$ cat config.mk
export PLATFORM = sky130hd
export DESIGN_NAME = squash_boundary_calc
export DESIGN_NICKNAME = d
export VERILOG_FILES = /design/src/rtl/sqb_pkg.sv /design/src/rtl/sqb_boundary_calc.sv /design/src/rtl/sqb_lane.sv /design/src/rtl/squash_boundary_calc.sv
export SDC_FILE = /design/constraint.sdc
export NUM_CORES = 1
export LEC_CHECK = 0
export ABC_AREA = 1
export BUFFER_PORTS_ARGS = -buffer_cell sky130_fd_sc_hd__buf_2
export CAP_MARGIN = 20
export CORE_UTILIZATION = 53
export DETAILED_ROUTE_END_ITERATION = 6
export GPL_TIMING_DRIVEN = 0
export PLACE_DENSITY = 0.8
export SYNTH_ARGS = -nofsm -noshare
export SYNTH_HDL_FRONTEND = slang
export SYNTH_SLANG_ARGS = --single-unit
$ cat constraint.sdc
create_clock -name clk -period 2.7 [get_ports clk]
set_clock_uncertainty 0.1 [all_clocks]
set_input_delay 0.405 -clock clk [delete_from_list [all_inputs] [get_ports clk]]
set_output_delay 0.405 -clock clk [all_outputs]
set_load 0.02 [all_outputs]
$ cat src/rtl/sqb_pkg.sv
package sqb_pkg;
    localparam int SEQ_W = 16;

    typedef logic [SEQ_W-1:0] seq_t;

    typedef struct packed {
        logic valid;
        seq_t seq;
        logic mispred;
        logic taken;
        logic cond_slot;
        logic incl;
    } sq_req_t;

    typedef enum logic [1:0] {
        SQ_PLAIN     = 2'd0,
        SQ_KEEP_SLOT = 2'd1,
        SQ_KILL_SLOT = 2'd2
    } sq_kind_e;

    typedef struct packed {
        sq_kind_e kind;
        seq_t     young;
        seq_t     bound;
        logic     kill_upd;
        logic     kill_val;
    } sq_calc_t;

    typedef struct packed {
        logic pulse;
        seq_t young;
        seq_t bound;
        logic kill;
    } sq_resp_t;

    function automatic sq_kind_e sq_classify(sq_req_t r);
        if (!r.mispred)
            return SQ_PLAIN;
        else if (r.taken && r.cond_slot)
            return SQ_KILL_SLOT;
        else
            return SQ_KEEP_SLOT;
    endfunction

    function automatic seq_t sq_step(seq_t s, logic up, logic en);
        if (!en)
            return s;
        else if (up)
            return s + seq_t'(1);
        else
            return s - seq_t'(1);
    endfunction
endpackage

$ cat src/rtl/sqb_boundary_calc.sv
module sqb_boundary_calc
    import sqb_pkg::*;
(
    input  sq_req_t  req,
    output sq_calc_t calc
);
    sq_kind_e kind;
    seq_t     young;

    always_comb begin
        kind  = sq_classify(req);
        young = sq_step(req.seq, 1'b0, req.incl);
        calc.kind  = kind;
        calc.young = young;
        unique case (kind)
            SQ_KILL_SLOT: begin
                calc.bound    = young;
                calc.kill_upd = 1'b1;
                calc.kill_val = 1'b1;
            end
            SQ_KEEP_SLOT: begin
                calc.bound    = sq_step(young, 1'b1, 1'b1);
                calc.kill_upd = 1'b1;
                calc.kill_val = 1'b0;
            end
            default: begin
                calc.bound    = young;
                calc.kill_upd = 1'b0;
                calc.kill_val = 1'b0;
            end
        endcase
    end
endmodule

$ cat src/rtl/sqb_lane.sv
module sqb_lane
    import sqb_pkg::*;
(
    input  logic     clk,
    input  logic     rst,
    input  sq_req_t  req,
    output sq_resp_t resp
);
    sq_calc_t calc;
    sq_resp_t state_q;

    sqb_boundary_calc u_calc (
        .req  (req),
        .calc (calc)
    );

    always_ff @(posedge clk) begin
        if (rst) begin
            state_q <= '0;
        end else begin
            state_q.pulse <= req.valid;
            if (req.valid) begin
                state_q.young <= calc.young;
                state_q.bound <= calc.bound;
                if (calc.kill_upd)
                    state_q.kill <= calc.kill_val;
            end
        end
    end

    assign resp = state_q;

    // pulse follows a valid request by exactly one cycle
    p_pulse_after_req_r6: assert property (@(posedge clk) disable iff (rst)
        req.valid |=> resp.pulse);
    p_no_pulse_idle_r6: assert property (@(posedge clk) disable iff (rst)
        !req.valid |=> !resp.pulse);

    // taken conditional slot branch kills the slot
    p_kill_set_r1: assert property (@(posedge clk) disable iff (rst)
        (req.valid && req.mispred && req.taken && req.cond_slot)
        |=> (resp.kill && resp.bound == resp.young));

    // other mispredicts keep the slot, boundary one past survivor
    p_keep_slot_r2: assert property (@(posedge clk) disable iff (rst)
        (req.valid && req.mispred && !(req.taken && req.cond_slot))
        |=> (!resp.kill && resp.bound == resp.young + seq_t'(1)));

    // a plain squash leaves the kill flag untouched
    p_kill_hold_r3: assert property (@(posedge clk) disable iff (rst)
        (req.valid && !req.mispred) |=> ($stable(resp.kill) && resp.bound == resp.young));

    // survivor is the request number, minus one only when include is set
    p_young_r4: assert property (@(posedge clk) disable iff (rst)
        req.valid |=> (resp.young == $past(req.seq) - seq_t'($past(req.incl))));

    // idle thread holds its results
    p_idle_hold_r9: assert property (@(posedge clk) disable iff (rst)
        !req.valid |=> ($stable(resp.young) && $stable(resp.bound) && $stable(resp.kill)));
endmodule

$ cat src/rtl/squash_boundary_calc.sv
module squash_boundary_calc
    import sqb_pkg::*;
#(
    parameter int NTHR = 2
) (
    input  logic                        clk,
    input  logic                        rst,
    input  logic [NTHR-1:0]             req_valid,
    input  logic [NTHR-1:0][SEQ_W-1:0]  req_seq,
    input  logic [NTHR-1:0]             req_mispred,
    input  logic [NTHR-1:0]             req_taken,
    input  logic [NTHR-1:0]             req_cond_slot,
    input  logic [NTHR-1:0]             req_incl,
    output logic [NTHR-1:0]             done_pulse,
    output logic [NTHR-1:0][SEQ_W-1:0]  young_seq,
    output logic [NTHR-1:0][SEQ_W-1:0]  rob_bound,
    output logic [NTHR-1:0]             kill_slot
);
    for (genvar t = 0; t < NTHR; t++) begin : g_thr
        sq_req_t  lane_req;
        sq_resp_t lane_resp;

        always_comb begin
            lane_req.valid     = req_valid[t];
            lane_req.seq       = req_seq[t];
            lane_req.mispred   = req_mispred[t];
            lane_req.taken     = req_taken[t];
            lane_req.cond_slot = req_cond_slot[t];
            lane_req.incl      = req_incl[t];
        end

        sqb_lane u_lane (
            .clk  (clk),
            .rst  (rst),
            .req  (lane_req),
            .resp (lane_resp)
        );

        assign done_pulse[t] = lane_resp.pulse;
        assign young_seq[t]  = lane_resp.young;
        assign rob_bound[t]  = lane_resp.bound;
        assign kill_slot[t]  = lane_resp.kill;
    end
endmodule

After elaboration in Yosys (flattened, before gate mapping)
Cells that the tools add are included.
Widths: inputs -> output; s select.
{"block": "totals", "regBits": 68, "input_bits": 44, "elab_cells": 28}
{"block": "classes", "reduce_logical": 4, "n_mux": 8, "n_eq_ne": 4, "addsub": 4}
{"op": "$pmux 18 s2", "count": 2}
{"op": "$add 16x1->16 const B", "count": 2}
{"op": "$mux 16", "count": 2}
{"op": "$sub 16x1->16 const B", "count": 2}
{"op": "$mux 2", "count": 4}
{"op": "$eq 2x1->1 const B", "count": 2}
{"op": "$eq 2x2->1 const B", "count": 2}
{"op": "$reduce_and 2->1", "count": 2}
{"op": "$logic_and 1x1->1", "count": 2}

Logic depth before layout (Yosys ltp)
{"block": "depth", "word_depth": 6, "ltp_mapped": 17, "mapped_depth_nobuf": 17}

Cells and area by module
A second synthesis with hierarchy kept.
{"block": "unflattened", "hier_cells": 728, "area_unflattened_um2": 4655.7}
{"mod": "sqb_lane", "instances": 2, "area_each_um2": 1174.9, "seq_area_each_um2": 680.7, "cells_per_inst": 148}
{"mod": "sqb_boundary_calc (g_thr[1].u_lane.u_calc)", "instances": 1, "area_each_um2": 1181.1, "seq_area_each_um2": 0.0, "cells_per_inst": 218}
{"mod": "sqb_boundary_calc (g_thr[0].u_lane.u_calc)", "instances": 1, "area_each_um2": 1124.8, "seq_area_each_um2": 0.0, "cells_per_inst": 214}

Worst setup path after synthesis
Ideal clock, no wire load.
{"block": "synth_timing", "path_type": "input -> register", "from": "in req_seq[0] (netlist bit)", "to": "reg g_thr[0].u_lane.state_q (netlist bit g_thr[0].u_lane.resp[11])", "path_stages": 15, "path_buffers": 0, "slack_ps": 561, "arrival_ps": 1930, "path_cell_list": "inv_2 > ha_1 > o21ai_4 > ha_1 > inv_1 > nor2_1 > nand2_1 > a21oi_1 > nand2_1 > nor2_1 > nand2_1 > xor2_1 > nand2_1 > nand2_1 > inv_1"}
{"element": "start, declared", "line_no": "squash_boundary_calc.sv:9", "source": "input logic [NTHR-1:0][SEQ_W-1:0] req_seq,"}
{"element": "end, declared", "line_no": "sqb_lane.sv:10", "source": "sq_resp_t state_q;"}

==> results.yml <==
critical_path:
  crit_slowest_cell: "ha_1"
  setup.worst_path.start_class: "input pin"
  worst-path-max-fanout: 4
  arrival_ns: 2.40
  cpLargestDelayFamily: "simple AND/OR/NAND/NOR gates"
  critical_path.n_buffers_inverters: 3
  worst-setup-path-type: "input pin to flop"
  cp_data_required_time_ns: 2.82
  critical_path.max_stage_delay_ns: 0.32
  crit_path_end_kind: "flop"
  critical_path.cell_chain: "buf_2 > inv_2 > ha_1 > o21ai_4 > ha_1 > inv_1 > nor2_1 > nand2_1 > a21oi_1 > nand3_1 > nor2_1 > nand2_1 > nand3_1 > a21oi_1"
route:
  totalWireLength_um: 12130
  initial_drc_count: 280
  route.detailed.wl_per_inst_um: 13.53
  drt_first_pass_iters: 4
  via_count: 4765
  route.detailed.drc: 0
  routed_via_count_divided_by_cell_count: 5.312
  drtAntennaViolNets: 0
pwr:
  power.density_nw_per_um2: 510.3
  p_leak_nw: 2.576
  worst_ir_drop_vdd_v: 0.0003648
clock_tree:
  clk_path_buf_depth: 2
  post_cts_resize_count: 0
  postCtsSetupBuffers: 0
  clkSlewWorstSetupHoldPaths_ns: 0.08
  holdBufCountCts: 0
  cts.sink_count: 68
  htree_levels: 3
  cts-root-buf: "clkbuf_8"
  clk-insertion-delay-late_ns: 0.34
  clock_tree_from_tritoncts: "built"
  cts-buffers-inserted: 9
synthesis:
  yosysWarnings: 0
  yosysSeqAreaShare: 0.3211
  mapped_nets: 720
  synth_cells: 672
  mappedNetlistArea_um2: 4239
  synthesized_area_per_cell_um2: 6.308
  synth-seq-cells: 68
  ys_types: 38
global_routing:
  grt_max_degree: 13
  globalRouteTotalUtil: 0.3012
  grt_pass1_wl_um: 20060
  global_route.overflow_total: 0
  grt_antenna_before_repair: 0
  first_global_vias: 4455
cells_and_area:
  antenna_cells: 0
  post_route_cells_drive_above_1_share: 0.2277
  finalNonFillerCells: 897
  largest_register_ffs: 68
  area_growth_pct: 20.78
  nets: 839
placement:
  dpl.cell_count: 882
  numPortBuffers: 108
  place_congestion: 0.9442
  place.detailed.hpwl_um: 9481
floorplanning:
  floorplan.initialDensity: 0.5486
  placementRows: 32
  chipHeight_um: 91.43
  die_area_um2: 8359
  die_width_um: 91.43
  num_io_pins: 112
  coreArea_um2: 7727
status:
  outcome: "finished clean"
timing:
  hold_viol: 0
  maxSlewViolCount: 0
  rsz_0062_raised_after_global_routing: "false"
  final_period_minus_worst_setup_slack_ns: 2.284
  max_slew.worst_pin.slew_ns: 0.6046
  slew_headroom: 0.5969
  timing.final.crit_share: 0.8459
  setup-tns-final_ns: 0
  max_freq_mhz: 437.8
  total_of_endpoints_with_negative_setup_slack_in_the_final_report: 0
min_path:
  hold_path_class: "input pin to flop"
job:
  cap_violations: 0
routing by layer:
metal  vias up  track usage  part of all wire
li1       2396            -                 -
met4         0       0.1468             0.041
met3        37      0.05360             0.066
met1      2143       0.3512              0.41
met2       189       0.5282              0.48
met5         -            0                 0
cell usage after synthesis (all sizes together):
cell type  instances  area [um2]
a211oi             1       7.510
a21oi             41       209.0
a22oi              1       7.510
a31oi              4       25.02
buf                3       18.77
clkbuf            19       75.07
clkinv             2       7.510
dfxtp             68        1361
ha                 4       50.05
inv               84       320.3
nand2            203       802.0
nand3             42       230.2
nand3b             3       22.52
nand4             16       112.6
nor2             104       505.5
nor3               5       25.02
nor4               1       6.260
o211ai            11       82.58
o21a               1       15.01
o21ai             46       241.5
o21bai             2       18.77
o221ai             1       8.760
o31ai              1       7.510
xnor2              1       8.760
xor2               8       70.07
cell families (layout without fill, tap and decap cells):
group / after synthesis / count (layout) / synth area share
xor gates and xnor gates: 9 / 9 / 0.01860
and+or+nand+nor: 374 / 374 / 0.4020
DFF: 68 / 68 / 0.3211
adders and majority gates: 4 / 4 / 0.01181
AOI/OAI and AO/OA: 109 / 109 / 0.1470
buffers and inverters: 108 / 231 / 0.09947
where the power goes:
part           internal, mW  switching (mW)  total [mW]
Sequential             1.07          0.0387        1.11
Clock                 0.516           0.408       0.924
Combinational         0.182           0.396       0.578
Total                  1.77           0.843        2.61
stage by stage:
step	hold WS, ns	power, mW	utilization	setup slack, ns	area [um2]
floorplan	0.4448	1.500	-	0.5611	4239
global placement	0.3563	1.688	0.6350	0.1546	4907
global route	0.2802	2.730	0.6626	0.2406	5120
finish	0.2439	2.612	0.6626	0.4161	5120
detailed placement	0.3559	1.703	0.6350	0.1049	4907
CTS	0.2483	2.611	0.6626	0.4516	5120
layout by cell type, fill, tap and decap left out, drive strengths merged, types with 2 or more instances in the layout:
cell type	n
o21ai	46
nand2	203
o21bai	2
clkbuf	28
o211ai	11
xor2	8
bufinv	2
nor2	104
nor3	5
buf	111
a31oi	4
dfxtp	68
clkinvlp	2
a21oi	41
clkinv	3
nand4	16
ha	4
nand3	42
nand3b	3
inv	85
layout make-up:
cell class                      count  area [um2]
Buffer                             22       93.84
Clock buffer                        9       123.9
Clock inverter                      6       88.84
Fill cell                         711        2608
Inverter                           86       327.8
Multi-Input combinational cell    496        2456
Sequential cell                    68        1361
Tap cell                          102       127.6
Timing Repair Buffer              108       540.5
worst reg2reg max path: stages (launching register included):
cell and delay [ns]:
dfxtp_1 0.32, a22oi_1 0.17, o31ai_1 0.10, nand2_1 0.07, inv_1 0.05
final timing paths:
check	start	endpoint	slack, ns	cells past startpoint
setup / recovery	req_seq[0]	g_thr[0].u_lane.resp[13]	0.42	14
hold / removal	req_mispred[0]	g_thr[0].u_lane.resp[0]	0.24	3
setup reg to reg	g_thr[1].u_lane.resp[8]	g_thr[1].u_lane.resp[8]	1.79	4
hold reg to reg	g_thr[0].u_lane.resp[17]	g_thr[0].u_lane.resp[17]	0.36	2
(Power assumes the default switching activity.)
